==> src/rtl/fsel_pkg.sv <==
package fsel_pkg;
  localparam int FS_W   = 5;
  localparam int N_W    = 8;
  localparam int M_W    = 7;
  localparam int ADDR_W = 3;
  localparam int DATA_W = 8;

  typedef enum logic [ADDR_W-1:0] {
    A_MODE = 3'd0,
    A_WDOG = 3'd1,
    A_SEL  = 3'd2,
    A_CPUN = 3'd3,
    A_CPUM = 3'd4,
    A_RCVN = 3'd5,
    A_RCVM = 3'd6,
    A_FS   = 3'd7
  } reg_addr_e;

  typedef struct packed {
    logic            prog;
    logic            ovr;
    logic            rcv_sel;
    logic            wd_en;
    logic            status;
    logic [FS_W-1:0] fs;
    logic [FS_W-1:0] sel;
    logic [N_W-1:0]  cpu_n;
    logic [M_W-1:0]  cpu_m;
    logic [N_W-1:0]  rcv_n;
    logic [M_W-1:0]  rcv_m;
  } cfg_t;

  typedef struct packed {
    logic [FS_W-1:0] code;
    logic            use_nm;
    logic [N_W-1:0]  n;
    logic [M_W-1:0]  m;
  } act_t;
endpackage

==> src/rtl/fsel_regs.sv <==
module fsel_regs
  import fsel_pkg::*;
(
  input  logic              clk,
  input  logic              rst_n,
  input  logic [FS_W-1:0]   strap_pins,
  input  logic              wr_en,
  input  logic [ADDR_W-1:0] wr_addr,
  input  logic [DATA_W-1:0] wr_data,
  input  logic [ADDR_W-1:0] rd_addr,
  input  logic              lock,
  input  logic              to_evt,
  output cfg_t              cfg,
  output logic              chg,
  output logic [DATA_W-1:0] rd_data
);
  cfg_t cfg_q, cfg_d;
  logic strap_done_q, strap_done_d;
  logic chg_q, chg_d;

  // next-state
  always_comb begin
    cfg_d        = cfg_q;
    strap_done_d = strap_done_q;
    chg_d        = 1'b0;
    if (!strap_done_q) begin
      cfg_d.fs     = strap_pins;
      strap_done_d = 1'b1;
      chg_d        = 1'b1;
    end
    if (wr_en) begin
      case (reg_addr_e'(wr_addr))
        A_MODE: if (!lock) begin
          cfg_d.prog = wr_data[0];
          cfg_d.ovr  = wr_data[1];
          chg_d      = 1'b1;
        end
        A_WDOG: begin
          cfg_d.wd_en   = wr_data[0];
          cfg_d.rcv_sel = wr_data[1];
          if (wr_data[7]) cfg_d.status = 1'b0;
        end
        A_SEL: if (!lock) begin
          cfg_d.sel = wr_data[FS_W-1:0];
          chg_d     = 1'b1;
        end
        A_CPUN: if (!lock) begin
          cfg_d.cpu_n = wr_data[N_W-1:0];
          chg_d       = 1'b1;
        end
        A_CPUM: if (!lock) begin
          cfg_d.cpu_m = wr_data[M_W-1:0];
          chg_d       = 1'b1;
        end
        A_RCVN: cfg_d.rcv_n = wr_data[N_W-1:0];
        A_RCVM: cfg_d.rcv_m = wr_data[M_W-1:0];
        default: ;
      endcase
    end
    if (to_evt) cfg_d.status = 1'b1;
  end

  // registers
  always_ff @(posedge clk or negedge rst_n) begin
    if (!rst_n) begin
      cfg_q        <= '0;
      strap_done_q <= 1'b0;
      chg_q        <= 1'b0;
    end else begin
      cfg_q        <= cfg_d;
      strap_done_q <= strap_done_d;
      chg_q        <= chg_d;
    end
  end

  // read mux
  always_comb begin
    rd_data = '0;
    case (reg_addr_e'(rd_addr))
      A_MODE: rd_data = {6'b0, cfg_q.ovr, cfg_q.prog};
      A_WDOG: rd_data = {cfg_q.status, 5'b0, cfg_q.rcv_sel, cfg_q.wd_en};
      A_SEL:  rd_data = {{(DATA_W-FS_W){1'b0}}, cfg_q.sel};
      A_CPUN: rd_data = cfg_q.cpu_n;
      A_CPUM: rd_data = {{(DATA_W-M_W){1'b0}}, cfg_q.cpu_m};
      A_RCVN: rd_data = cfg_q.rcv_n;
      A_RCVM: rd_data = {{(DATA_W-M_W){1'b0}}, cfg_q.rcv_m};
      A_FS:   rd_data = {{(DATA_W-FS_W){1'b0}}, cfg_q.fs};
      default: rd_data = '0;
    endcase
  end

  assign cfg = cfg_q;
  assign chg = chg_q;

  AST_LOCK_BLOCKS_CHG: assert property (@(posedge clk) disable iff (!rst_n)
    (lock && $past(lock)) |-> !chg_q);
  AST_STATUS_SET: assert property (@(posedge clk) disable iff (!rst_n)
    to_evt |=> cfg_q.status);
endmodule

==> src/rtl/fsel_select.sv <==
module fsel_select
  import fsel_pkg::*;
(
  input  logic clk,
  input  logic rst_n,
  input  cfg_t cfg,
  input  logic chg,
  input  logic to_evt,
  output act_t act,
  output logic load_stb
);
  act_t act_q, act_d, norm_a, rcv_a;
  logic stb_q, stb_d;
  logic [FS_W-1:0] ratio;

  assign ratio = cfg.ovr ? cfg.sel : cfg.fs;

  always_comb begin
    norm_a.code = ratio;
    if (cfg.prog) begin
      norm_a.use_nm = 1'b1;
      norm_a.n      = cfg.cpu_n;
      norm_a.m      = cfg.cpu_m;
    end else begin
      norm_a.use_nm = 1'b0;
      norm_a.n      = '0;
      norm_a.m      = '0;
    end
    if (cfg.rcv_sel) begin
      rcv_a.code   = ratio;
      rcv_a.use_nm = 1'b1;
      rcv_a.n      = cfg.rcv_n;
      rcv_a.m      = cfg.rcv_m;
    end else begin
      rcv_a.code   = cfg.fs;
      rcv_a.use_nm = 1'b0;
      rcv_a.n      = '0;
      rcv_a.m      = '0;
    end
  end

  // next-state: recovery entry has priority over a normal change
  always_comb begin
    act_d = act_q;
    stb_d = 1'b0;
    if (to_evt) begin
      act_d = rcv_a;
      stb_d = 1'b1;
    end else if (chg) begin
      act_d = norm_a;
      stb_d = 1'b1;
    end
  end

  always_ff @(posedge clk or negedge rst_n) begin
    if (!rst_n) begin
      act_q <= '0;
      stb_q <= 1'b0;
    end else begin
      act_q <= act_d;
      stb_q <= stb_d;
    end
  end

  assign act      = act_q;
  assign load_stb = stb_q;

  AST_RCV_STROBE: assert property (@(posedge clk) disable iff (!rst_n)
    to_evt |=> stb_q);
  AST_HOLD_NO_STB: assert property (@(posedge clk) disable iff (!rst_n)
    !stb_q |-> $stable(act_q));
endmodule

==> src/rtl/fsel_wdog.sv <==
module fsel_wdog #(
  parameter int WDOG_CYC = 1000000,
  parameter int RST_W    = 16
) (
  input  logic clk,
  input  logic rst_n,
  input  logic wd_en,
  input  logic load_stb,
  output logic lock,
  output logic to_evt,
  output logic sys_rst
);
  localparam int CW = (WDOG_CYC > 1) ? $clog2(WDOG_CYC) : 1;
  localparam int RW = $clog2(RST_W + 1);
  localparam logic [CW-1:0] CNT_LOAD = CW'(WDOG_CYC - 1);
  localparam logic [RW-1:0] RST_LOAD = RW'(RST_W);

  logic          run_q, run_d;
  logic [CW-1:0] cnt_q, cnt_d;
  logic          lock_q, lock_d;
  logic          to_q, to_d;
  logic [RW-1:0] rcnt_q, rcnt_d;

  always_comb begin
    run_d  = run_q;
    cnt_d  = cnt_q;
    lock_d = lock_q;
    to_d   = 1'b0;
    rcnt_d = (rcnt_q != '0) ? rcnt_q - 1'b1 : '0;
    if (!wd_en) begin
      run_d  = 1'b0;
      cnt_d  = CNT_LOAD;
      lock_d = 1'b0;
    end else if (load_stb && !lock_q) begin
      run_d = 1'b1;
      cnt_d = CNT_LOAD;
    end else if (run_q) begin
      if (cnt_q == '0) begin
        run_d  = 1'b0;
        lock_d = 1'b1;
        to_d   = 1'b1;
        rcnt_d = RST_LOAD;
      end else begin
        cnt_d = cnt_q - 1'b1;
      end
    end
  end

  always_ff @(posedge clk or negedge rst_n) begin
    if (!rst_n) begin
      run_q  <= 1'b0;
      cnt_q  <= CNT_LOAD;
      lock_q <= 1'b0;
      to_q   <= 1'b0;
      rcnt_q <= '0;
    end else begin
      run_q  <= run_d;
      cnt_q  <= cnt_d;
      lock_q <= lock_d;
      to_q   <= to_d;
      rcnt_q <= rcnt_d;
    end
  end

  assign lock    = lock_q;
  assign to_evt  = to_q;
  assign sys_rst = (rcnt_q != '0);

  AST_RST_WITH_LOCK: assert property (@(posedge clk) disable iff (!rst_n)
    $rose(sys_rst) |-> $rose(lock_q));
  AST_TO_SINGLE: assert property (@(posedge clk) disable iff (!rst_n)
    to_q |=> !to_q);
  AST_STOP_WHEN_OFF: assert property (@(posedge clk) disable iff (!rst_n)
    !wd_en |=> (!run_q && !lock_q));
endmodule

==> src/rtl/fsel_wdog_ctrl.sv <==
module fsel_wdog_ctrl
  import fsel_pkg::*;
#(
  parameter int WDOG_CYC = 1000000,
  parameter int RST_W    = 16,
  parameter int SYNC_N   = 2
) (
  input  logic       clk,
  input  logic       rst_n,
  input  logic [4:0] strap_pins,
  input  logic       wr_en,
  input  logic [2:0] wr_addr,
  input  logic [7:0] wr_data,
  input  logic [2:0] rd_addr,
  output logic [7:0] rd_data,
  output logic [4:0] act_code,
  output logic       act_use_nm,
  output logic [7:0] act_n,
  output logic [6:0] act_m,
  output logic       load_stb,
  output logic       sys_rst,
  output logic       rcv_lock
);
  logic [SYNC_N-1:0] rsync_q;
  logic rst_n_s;

  generate
    for (genvar i = 0; i < SYNC_N; i++) begin : g_rsync
      always_ff @(posedge clk or negedge rst_n) begin
        if (!rst_n) rsync_q[i] <= 1'b0;
        else        rsync_q[i] <= (i == 0) ? 1'b1 : rsync_q[(i == 0) ? 0 : i-1];
      end
    end
  endgenerate
  assign rst_n_s = rsync_q[SYNC_N-1];

  cfg_t cfg;
  act_t act;
  logic chg, lock, to_evt;

  fsel_regs u_regs (
    .clk(clk), .rst_n(rst_n_s), .strap_pins(strap_pins),
    .wr_en(wr_en), .wr_addr(wr_addr), .wr_data(wr_data),
    .rd_addr(rd_addr), .lock(lock), .to_evt(to_evt),
    .cfg(cfg), .chg(chg), .rd_data(rd_data)
  );

  fsel_select u_sel (
    .clk(clk), .rst_n(rst_n_s), .cfg(cfg), .chg(chg),
    .to_evt(to_evt), .act(act), .load_stb(load_stb)
  );

  fsel_wdog #(.WDOG_CYC(WDOG_CYC), .RST_W(RST_W)) u_wdog (
    .clk(clk), .rst_n(rst_n_s), .wd_en(cfg.wd_en), .load_stb(load_stb),
    .lock(lock), .to_evt(to_evt), .sys_rst(sys_rst)
  );

  assign act_code   = act.code;
  assign act_use_nm = act.use_nm;
  assign act_n      = act.n;
  assign act_m      = act.m;
  assign rcv_lock   = lock;
endmodule

==> config.mk <==
export PLATFORM = sky130hd
export DESIGN_NAME = fsel_wdog_ctrl
export DESIGN_NICKNAME = d
export VERILOG_FILES = /design/src/rtl/fsel_pkg.sv /design/src/rtl/fsel_regs.sv /design/src/rtl/fsel_select.sv /design/src/rtl/fsel_wdog.sv /design/src/rtl/fsel_wdog_ctrl.sv
export SDC_FILE = /design/constraint.sdc
export NUM_CORES = 1
export LEC_CHECK = 0
export CORE_MARGIN = 1.5
export CORE_UTILIZATION = 55
export DETAILED_ROUTE_END_ITERATION = 16
export DONT_BUFFER_PORTS = 1
export PLACE_DENSITY = 0.73
export SETUP_SLACK_MARGIN = 0.02
export SLEW_MARGIN = 15
export SYNTH_ARGS = -nofsm -noshare
export SYNTH_HDL_FRONTEND = slang
export SYNTH_HIERARCHICAL = 1
export SYNTH_SLANG_ARGS = --single-unit
==> constraint.sdc <==
create_clock -name clk -period 3.96 [get_ports clk]
set_clock_uncertainty 0.1 [all_clocks]
set_input_delay 0 -clock clk [delete_from_list [all_inputs] [get_ports clk]]
set_output_delay 0 -clock clk [all_outputs]
set_load 0.02 [all_outputs]
==> impl_metrics.csv, run 1 <==
group,metric,value,unit
global_routing,grt_util_met3,0.0504,
sta,period_minus_slack,2410,ps
clocking,numCtsBuffers,9,
floorplan,coreArea,0.00872,mm2
logic_synthesis,synth_top_area_frac,0.442,
drt,wl_per_cell,20.2,um
logic_synthesis,synth_edf_count,0,
clocking,clkLatencyLatePin,360,ps
critical_path,end_kind,"flip-flop",
sta,max_freq,415,MHz
finish,syn_to_final_growth,8.20,%
clocking,post_cts_resized,0,
drt,ant_nets,0,
clocking,cts-root-buf,"clkbuf_8",
placed_design,placed_cells,506,
critical_path,worstSetupPathType,"flip-flop to flip-flop",
global_routing,busiest_layer,"met2",
logic_synthesis,synthCells,416,
power_and_ir_drop,p_seq_frac,0.576,
floorplan,die_h,97.7,um
critical_path,cp.required,4140,ps
global_routing,grt_pass1_wl,18.3,mm
floorplan,start_util,0.565,
drt,drt_iter0_markers,190,
finish,antenna_cells,0,
logic_synthesis,synthArstFlopShare,1.00,
hold_path,hp-class,"input pin to flip-flop",
placed_design,port_buffers,0,
critical_path,start_kind,"flip-flop",
logic_synthesis,ys_seq_elements,99,
finish,fin_cells,541,
power_and_ir_drop,ir_drop,0.220,mV
global_routing,grt_max_degree,80,
power_and_ir_drop,intPower,0.00164,W
global_routing,grt_usage,0.244,
critical_path,cp_max_fo,14,
drt,vias,3398,
global_routing,overflow,0,
finish,layout.nets,453,
power_and_ir_drop,cellLeakagePower,2.21,nW
logic_synthesis,yosys-top-cells-area,"dfrtp_1 (44%), mux2_2 (12%), dfstp_2 (6.4%)",
sta,maxSlewViolCount,0,
global_routing,grt_antenna_before_repair,0,
power_and_ir_drop,power.density,442,mW/mm2
power_and_ir_drop,netSwitchingFraction,0.305,
floorplan,dieArea,0.00954,mm2
sta,whs,14.7,ps
logic_synthesis,synth_area_per_cell,11.8,um2
clocking,clockBufferDepth,2,
floorplan,die_width,97.7,um
sta,slew-limit-headroom,0.321,
floorplan,fp-row-count,34,
clocking,cts_tree,"done",
logic_synthesis,synth-seq-area-share,0.506,
finish,multiInputGateArea,0.00227,mm2
finish,drive_above_1_share,0.247,
critical_path,r2r_slack,1550,ps
logic_synthesis,synth_cell_types,62,
sta,timing.setup.tns,0,ps
sta,rsz0062_at_grt,"no",
global_routing,grt_pass1_vias,3565,
critical_path,reg2reg_depth,4,
global_routing,grtUsageMet2,0.396,
clocking,hold_buffers,19,
sta,fin_crit_sh,0.609,
global_routing,use_met1,0.322,
placed_design,place_congestion,0.844,
clocking,cts_sinks,99,
finish,fillers,670,
clocking,cts_max_level,3,
drt,drc_errors,0,
sta,setup_viol,0,
clocking,clk_pin_slew,90,ps
floorplan,io_pins,54,
flow_run,drv_cap,0,
clocking,cts_setup_buffers,0,
power_and_ir_drop,pwr-share-comb,0.152,
drt,viasPerCell,6.28,
logic_synthesis,yosysWarnings,6,
logic_synthesis,synth_area,0.00493,mm2
outcome,status,"completed",
placed_design,hpwl,7.51,mm
critical_path,critical_path_arrival,2600,ps
sta,tightestPinTransition,1020,ps
hold_path,holdPathStages,2,
drt,wirelength,10.9,mm
finish,seq_area,0.00250,mm2
sta,hold_violations,0,
logic_synthesis,synth_flop_cell,"dfrtp_1",
logic_synthesis,synth_nets,441,
logic_synthesis,synth_top_area_cell,"dfrtp_1",
power_and_ir_drop,power.switching,0.000719,W
power_and_ir_drop,p_clk_frac,0.273,
drt,drtPass1Iterations,4,
## area by class of cell
type | instances | area share
timing repair buffer | 21 | 0.0385
inverter | 9 | 0.00634
tap | 108 | 0.0253
multi-input combinational | 288 | 0.425
clock inverter | 6 | 0.0122
sequential | 99 | 0.468
clock buffer | 10 | 0.0239
## stage by stage
step | setup WS [ps] | cell area, um2 | utilization | power [W]
finish | 1550 | 5330 | 0.611 | 0.00235
global placement | 1670 | 4950 | 0.567 | 0.00169
detailed placement | 1620 | 4950 | 0.567 | 0.00171
floorplan | 919 | 4930 | - | 0.00162
CTS | 1580 | 5330 | 0.611 | 0.00238
global route | 1410 | 5330 | 0.611 | 0.00248
## final timing paths
path                                       start               end
worst max register to register  u_wdog/cnt_q[11]   u_wdog/cnt_q[2]
worst min-delay path                  wr_addr[0]    u_regs/cfg[41]
worst max-delay path            u_wdog/cnt_q[11]   u_wdog/cnt_q[2]
max in group asynchronous                rst_n_s  u_wdog/cnt_q[18]
worst min register to register        rsync_q[0]           rst_n_s
min in group asynchronous                  rst_n           rst_n_s
## worst max-delay path: stages (launching register included)
cell and delay [ps]:
dfrtp_1 440, or4_4 620, nor4_4 670, a211oi_1 160
a211o_2 340
## routing by layer
metal  vias to the layer above  share of wire  wire length [um]
met4                         0          0.017               184
li1                       1567              -                 -
met2                        98           0.49              5380
met3                        15          0.058               638
met1                      1718           0.43              4730
met5                         -              0                 0
## power by group through the flow
stage	Sequential, W	Combinational, W	Clock (W)
floorplan	0.00133	0.000295	0
global placement	0.00137	0.000324	0
detailed placement	0.00138	0.000335	0
CTS	0.00136	0.000358	0.000666
global route	0.00138	0.000392	0.000710
finish	0.00135	0.000358	0.000642
## cells by family (layout without fill, tap and decap cells)
group	Yosys count	after routing	share of synthesized area
adders and majority gates	3	3	0.00762
xor gates and xnor gates	1	1	0.00178
AOI/OAI and AO/OA	71	71	0.119
DFF	99	99	0.506
and+or+nand+nor	139	139	0.158
muxes	72	72	0.172
buffers and inverters	29	46	0.0338
other	2	2	0.00152
## registers in the layout (all words and copies together), names as in the netlist, 5 cells and up
register       flops
u_regs/cfg        45
u_sel/act         21
u_wdog/cnt_q      20
u_wdog/rcnt_q      5
## placed cells by master, fill, tap and decap left out, types with 4 or more instances in the layout
cell | synthesis | final
a221oi_2 | 10 | 10
and3_1 | 5 | 5
a211oi_1 | 5 | 5
or4_1 | 4 | 4
a221oi_1 | 5 | 5
mux4_1 | 4 | 4
nor2_1 | 52 | 52
mux2_2 | 51 | 51
nand2b_1 | 10 | 10
nand3_1 | 10 | 10
dlygate4sd3_1 | 0 | 19
clkbuf_8 | 0 | 9
or3_1 | 8 | 8
nor2b_1 | 7 | 7
dfstp_2 | 12 | 12
inv_1 | 9 | 9
mux2i_1 | 17 | 17
nand2_1 | 14 | 14
a31oi_1 | 7 | 7
o21ai_0 | 11 | 11
dfrtp_1 | 87 | 86
a21oi_1 | 11 | 11
## synthesized netlist by cell type, drive strengths merged, types with 2 or more instances
library cell,n
a2111oi,3
a211o,3
a211oi,5
a21oi,11
a221oi,15
a31oi,7
a32oi,2
and2,3
and2b,2
and3,5
buf,13
clkbuf,7
conb,2
dfrtp,87
dfstp,12
ha,3
inv,9
mux2,51
mux2i,17
mux4,4
nand2,14
nand2b,10
nand3,11
nand3b,2
nand4,2
nand4b,2
nor2,52
nor2b,7
nor3,3
nor4,4
o21a,2
o21ai,11
o221ai,3
o31ai,3
or3,9
or4,7
No activity file was read; power rests on OpenSTA's default activity.
==> run 2, diff against run 1 <==
--- a/config.mk
+++ b/config.mk
@@ -5,6 +5,7 @@
 export SDC_FILE = /design/constraint.sdc
 export NUM_CORES = 1
 export LEC_CHECK = 0
+export ABC_AREA = 1
 export CORE_MARGIN = 1.5
 export CORE_UTILIZATION = 55
 export DETAILED_ROUTE_END_ITERATION = 16
==> constraint.sdc (replaced) <==
create_clock -name clk -period 2.4 [get_ports clk]
set_clock_uncertainty 0.1 [all_clocks]
set_input_delay 0 -clock clk [delete_from_list [all_inputs] [get_ports clk]]
set_output_delay 0 -clock clk [all_outputs]
set_load 0.02 [all_outputs]
==> impl_metrics.csv, run 2 <==
group,metric,value,unit
power_and_ir_drop,ir_drop,0.356,mV
finish,fin_area,0.00565,mm2
drt,vias,4445,
clocking,clkLatencyLatePin,370,ps
drt,drtPass1Iterations,5,
logic_synthesis,synth_area,0.00517,mm2
clocking,clk_pin_slew,100,ps
sta,maxSlewViolCount,0,
logic_synthesis,synth_area_per_cell,7.74,um2
drt,viasPerCell,5.55,
placed_design,place_congestion,0.924,
sta,setup_viol,0,
power_and_ir_drop,pwr-share-comb,0.145,
critical_path,cp.required,2550,ps
logic_synthesis,yosys-top-cells-area,"dfrtp_1 (42%), nand2_1 (16%), dfstp_2 (6.1%)",
floorplan,fp-row-count,35,
hold_path,holdPathStages,4,
logic_synthesis,synth-seq-area-share,0.482,
critical_path,critical_path_arrival,2070,ps
power_and_ir_drop,intPower,0.00257,W
logic_synthesis,synth.most_common_cell,"nand2_1",
sta,slew-limit-headroom,0.477,
power_and_ir_drop,cellLeakagePower,2.80,nW
logic_synthesis,synthArstFlopShare,1.00,
sta,period_minus_slack,1920,ps
global_routing,grt_usage,0.262,
power_and_ir_drop,p_seq_frac,0.558,
critical_path,end_kind,"flip-flop",
floorplan,die_h,99.9,um
sta,rsz0062_at_grt,"no",
critical_path,rr_startpoint,"u_wdog/lock",
drt,wl_per_cell,15.6,um
sta,tightestPinTransition,784,ps
logic_synthesis,synth_flop_cell,"dfrtp_1",
clocking,post_cts_resized,0,
clocking,cts_sinks,99,
global_routing,grt_max_degree,44,
logic_synthesis,synth_edf_count,0,
critical_path,cp_max_fo,5,
critical_path,reg2reg_depth,5,
placed_design,placed_cells,764,
floorplan,coreArea,0.00920,mm2
sta,max_freq,522,MHz
critical_path,r2r_slack,480,ps
finish,antenna_cells,0,
hold_path,hp-class,"input pin to flip-flop",
power_and_ir_drop,power.density,676,mW/mm2
placed_design,hpwl,8.86,mm
clocking,numCtsBuffers,9,
critical_path,start_kind,"flip-flop",
hold_path,holdPathEnd,"u_regs/cfg[41]",
logic_synthesis,ys_top_cells_by_count,"nand2_1 (223), dfrtp_1 (87), inv_1 (71), nor2_1 (56), nand3_1 (53)",
drt,drt_iter0_markers,371,
floorplan,start_util,0.562,
global_routing,grt_pass1_wl,20.7,mm
logic_synthesis,yosysWarnings,6,
global_routing,overflow,0,
sta,timing.setup.tns,0,ps
drt,drc_errors,0,
critical_path,worstSetupPathType,"flip-flop to flip-flop",
finish,largest_reg_flops,45,
drt,ant_nets,0,
global_routing,grt_pass1_vias,4335,
drt,wirelength,12.5,mm
critical_path,timing.rr.end,"u_regs/cfg[43]",
clocking,clockBufferDepth,2,
outcome,status,"completed",
logic_synthesis,synth_cell_types,33,
clocking,cts_max_level,3,
finish,final_cell_mix,"nand2_1 (223), dfrtp_1 (86), inv_1 (71), nor2_1 (56), nand3_1 (53)",
logic_synthesis,synth_top_area_cell,"dfrtp_1",
clocking,cts_tree,"done",
sta,fin_crit_sh,0.799,
placed_design,port_buffers,0,
flow_run,drv_cap,0,
finish,mostFrequentLayoutCell,"nand2_1",
logic_synthesis,synth_top_area_frac,0.421,
clocking,cts_setup_buffers,0,
clocking,cts-root-buf,"clkbuf_8",
power_and_ir_drop,p_clk_frac,0.296,
finish,fin_cells,801,
finish,syn_to_final_growth,9.27,%
placed_design,placed_area,0.00523,mm2
global_routing,grt_antenna_before_repair,0,
logic_synthesis,synthCells,668,
logic_synthesis,synth_nets,693,
finish,layout.nets,710,
power_and_ir_drop,netSwitchingFraction,0.327,
floorplan,die_width,99.9,um
sta,hold_violations,0,
finish,drive_above_1_share,0.120,
logic_synthesis,ys_seq_elements,99,
hold_path,worstHoldStart,"wr_en",
power_and_ir_drop,power.switching,0.00125,W
floorplan,dieArea,0.00999,mm2
floorplan,io_pins,54,
[run 2: layout make-up]
| class | instances | area [um2] |
|---|---|---|
| Inverter | 77 | 289 |
| Multi-Input combinational cell | 474 | 2270 |
| Tap cell | 111 | 139 |
| Timing Repair Buffer | 24 | 245 |
| Sequential cell | 99 | 2500 |
| Fill cell | 840 | 3550 |
| Clock buffer | 9 | 124 |
| Clock inverter | 7 | 83.8 |
[run 2: power by group through the flow]
stage / registers, W / logic (W) / clock network, W
6_report: 0.00213 / 0.000555 / 0.00113
5_1_grt: 0.00216 / 0.000627 / 0.00121
4_1_cts: 0.00213 / 0.000555 / 0.00116
3_5_place_dp: 0.00216 / 0.000522 / 0
3_3_place_gp: 0.00216 / 0.000504 / 0
2_1_floorplan: 0.00212 / 0.000429 / 0
[run 2: what timing repair did]
action / CTS / global route
endpoints found under the setup margin: 0 / 1
hold endpoints to repair: 48 / 0
hold buffers: 22 / 0
[run 2: critical path, cell delays in order, from the launching register on]
cell,delay [ps]
dfrtp_1,540
nor3_4,290
dlygate4sd3_1,580
nand2_1,130
nand2_1,90
o21ai_0,70
[run 2: cell families after synthesis]
group / after synthesis / synth area share
flops: 99 / 0.482
compound gates: 71 / 0.0823
mux: 2 / 0.00436
fa+ha+maj: 3 / 0.00726
buf+inv: 95 / 0.0784
xor+xnor: 5 / 0.00847
other cells: 2 / 0.00145
simple gates: 391 / 0.336
[run 2: worst max path at each step]
stage                startpoint                to  slack (ps)  cells past startpoint
floorplan               rst_n_s     u_regs/cfg[0]         650                      0
global placement    u_wdog/lock  u_wdog/cnt_q[12]         590                      5
detailed placement  u_wdog/lock  u_wdog/cnt_q[12]         540                      5
CTS                 u_wdog/lock    u_regs/cfg[25]          80                      4
global route        u_wdog/lock   u_wdog/cnt_q[1]         360                      6
finish              u_wdog/lock    u_regs/cfg[43]         480                      5
[run 2: metal layers]
metal | wire length [um] | GRT usage | vias to the layer above
met2 | 5880 | 0.430 | 151
met1 | 5530 | 0.354 | 2111
met4 | 238 | 0.0791 | 0
met3 | 825 | 0.0522 | 25
li1 | - | - | 2158
met5 | 0 | 0 | -
[run 2: per-stage QoR]
stage | utilization | hold WS, ps | setup WS (ps) | power [W]
global placement | 0.569 | -396 | 594 | 0.00266
detailed placement | 0.569 | -396 | 540 | 0.00268
global route | 0.614 | 101 | 359 | 0.00400
finish | 0.614 | 36.8 | 483 | 0.00382
floorplan | - | -396 | 648 | 0.00255
CTS | 0.615 | 11.9 | 77.1 | 0.00384
==> run 3, diff against run 2 <==
--- a/config.mk
+++ b/config.mk
@@ -10,7 +10,7 @@
 export CORE_UTILIZATION = 55
 export DETAILED_ROUTE_END_ITERATION = 16
 export DONT_BUFFER_PORTS = 1
-export PLACE_DENSITY = 0.73
+export PLACE_DENSITY = 0.76
 export SETUP_SLACK_MARGIN = 0.02
 export SLEW_MARGIN = 15
 export SYNTH_ARGS = -nofsm -noshare
==> constraint.sdc (replaced) <==
create_clock -name clk -period 1.71 [get_ports clk]
set_clock_uncertainty 0.1 [all_clocks]
set_input_delay 0 -clock clk [delete_from_list [all_inputs] [get_ports clk]]
set_output_delay 0 -clock clk [all_outputs]
set_load 0.02 [all_outputs]
==> impl_metrics.csv, run 3 (synthesis results as in run 2) <==
group,metric,value,unit
critical_path,slowest_delay,590,ps
sta,slew-limit-headroom,0.603,
critical_path,cp_cell_sequence,"dlygate4sd3_1 -> nor2_1 -> nand2_2 -> nand2_1 -> o21ai_2 -> dlygate4sd3_1",
sta,period_minus_slack,1650,ps
sta,rsz0062_at_grt,"yes",
floorplan,dieArea,0.00999,mm2
floorplan,die_h,99.9,um
clocking,cts_sinks,99,
clocking,clkLatencyLatePin,380,ps
drt,vias,4556,
sta,whs,23.9,ps
critical_path,cp_common_cell,"dlygate4sd3_1",
finish,final_cell_mix,"nand2_1 (220), dfrtp_1 (83), inv_1 (69), nand3_1 (52), nor2_1 (50)",
drt,drt_iter0_markers,354,
sta,setup_viol,0,
critical_path,critPathSlowestCell,"dlygate4sd3_1",
global_routing,grt_pass1_wl,20.7,mm
placed_design,port_buffers,0,
sta,hold_violations,0,
finish,mostFrequentLayoutCell,"nand2_1",
power_and_ir_drop,netSwitchingFraction,0.339,
floorplan,fp-row-count,35,
drt,drc_errors,0,
floorplan,coreArea,0.00920,mm2
critical_path,cp_max_fo,16,
global_routing,grt_antenna_before_repair,0,
critical_path,worstSetupPathType,"input pin to flip-flop",
critical_path,cp.required,1880,ps
sta,max_freq,607,MHz
power_and_ir_drop,ir_drop,0.525,mV
clocking,cts-root-buf,"clkbuf_8",
critical_path,end_kind,"flip-flop",
hold_path,hp-class,"input pin to flip-flop",
finish,layout.nets,729,
sta,fin_crit_sh,0.963,
critical_path,start_kind,"input pin",
global_routing,overflow,0,
power_and_ir_drop,power.switching,0.00181,W
finish,antenna_cells,0,
clocking,numCtsBuffers,9,
finish,drive_above_1_share,0.166,
drt,viasPerCell,5.56,
drt,wirelength,12.6,mm
sta,timing.setup.tns,0,ps
outcome,status,"completed",
power_and_ir_drop,pwr-share-comb,0.165,
finish,syn_to_final_growth,14.5,%
finish,utilization,0.643,
drt,drtPass1Iterations,5,
global_routing,grt_max_degree,29,
floorplan,die_width,99.9,um
placed_design,hpwl,8.90,mm
global_routing,grt_usage,0.262,
drt,ant_nets,0,
sta,tightestPinTransition,594,ps
power_and_ir_drop,p_clk_frac,0.277,
power_and_ir_drop,p_seq_frac,0.558,
power_and_ir_drop,intPower,0.00353,W
drt,wl_per_cell,15.4,um
sta,maxSlewViolCount,0,
clocking,clk_pin_slew,110,ps
floorplan,start_util,0.562,
flow_run,drv_cap,0,
clocking,cts_tree,"done",
placed_design,place_congestion,0.988,
power_and_ir_drop,cellLeakagePower,2.90,nW
global_routing,grt_pass1_vias,4354,
power_and_ir_drop,power.density,902,mW/mm2
critical_path,critical_path_arrival,1820,ps
floorplan,io_pins,54,
finish,largest_reg_flops,45,
clocking,cts_max_level,3,
clocking,clockBufferDepth,2,
## run 3: metrics by stage
step	total power, W	cells	setup slack (ps)	cell area (um2)
after floorplan	0.00358	668	97.0	5170
after global placement	0.00378	777	30.3	5370
after detailed placement	0.00382	777	1.86	5370
after CTS	0.00537	816	27.8	5800
after global routing	0.00564	820	-0.245	5920
final	0.00534	820	62.8	5920
## run 3: cell type report
type | count | area, um2
Clock inverter | 7 | 67.6
Multi-Input combinational cell | 475 | 2370
Inverter | 77 | 297
Tap cell | 111 | 139
Timing Repair Buffer | 42 | 423
Clock buffer | 9 | 124
Sequential cell | 99 | 2500
Fill cell | 791 | 3280
## run 3: power groups by stage
stage	clock (W)	sequential, W	combinational (W)
2_1_floorplan	0	0.00297	0.000603
3_3_place_gp	0	0.00301	0.000775
3_5_place_dp	0	0.00302	0.000799
4_1_cts	0.00153	0.00298	0.000861
5_1_grt	0.00162	0.00302	0.000999
6_report	0.00148	0.00298	0.000879
## run 3: timing repair
item | CTS | global route
buffers inserted | 0 | 3
resized for setup | 3 | 30
hold endpoints to repair | 48 | 0
gates cloned | 0 | 1
pin swaps | 0 | 6
endpoints found under the setup margin | 5 | 24
hold buffers | 23 | 0
## run 3: worst paths after layout
path	start	end	slack [ps]	cells past startpoint
hold / removal	wr_addr[0]	u_regs/cfg[8]	20	4
setup / recovery	wr_addr[1]	u_regs/cfg[14]	60	6
min in group asynchronous	rst_n_s	u_wdog/rcnt_q[1]	150	0
setup reg to reg	u_wdog/cnt_q[11]	u_wdog/cnt_q[6]	80	8
hold reg to reg	rst_n_s	u_wdog/rcnt_q[1]	150	0
max in group asynchronous	rst_n_s	u_wdog/cnt_q[4]	830	1
## run 3: worst max-delay path: cells and delay by family
kind | cells | cell delay, ps
buffers and inverters | 2 | 1150
and+or+nand+nor | 3 | 610
AOI/OAI and AO/OA | 1 | 60
## run 3: metal layers
layer / track usage / wire [um] / vias up
met2: 0.415 / 5850 / 164
met3: 0.0481 / 818 / 30
met5: 0 / 0 / -
li1: - / - / 2196
met4: 0.0932 / 287 / 0
met1: 0.363 / 5700 / 2166
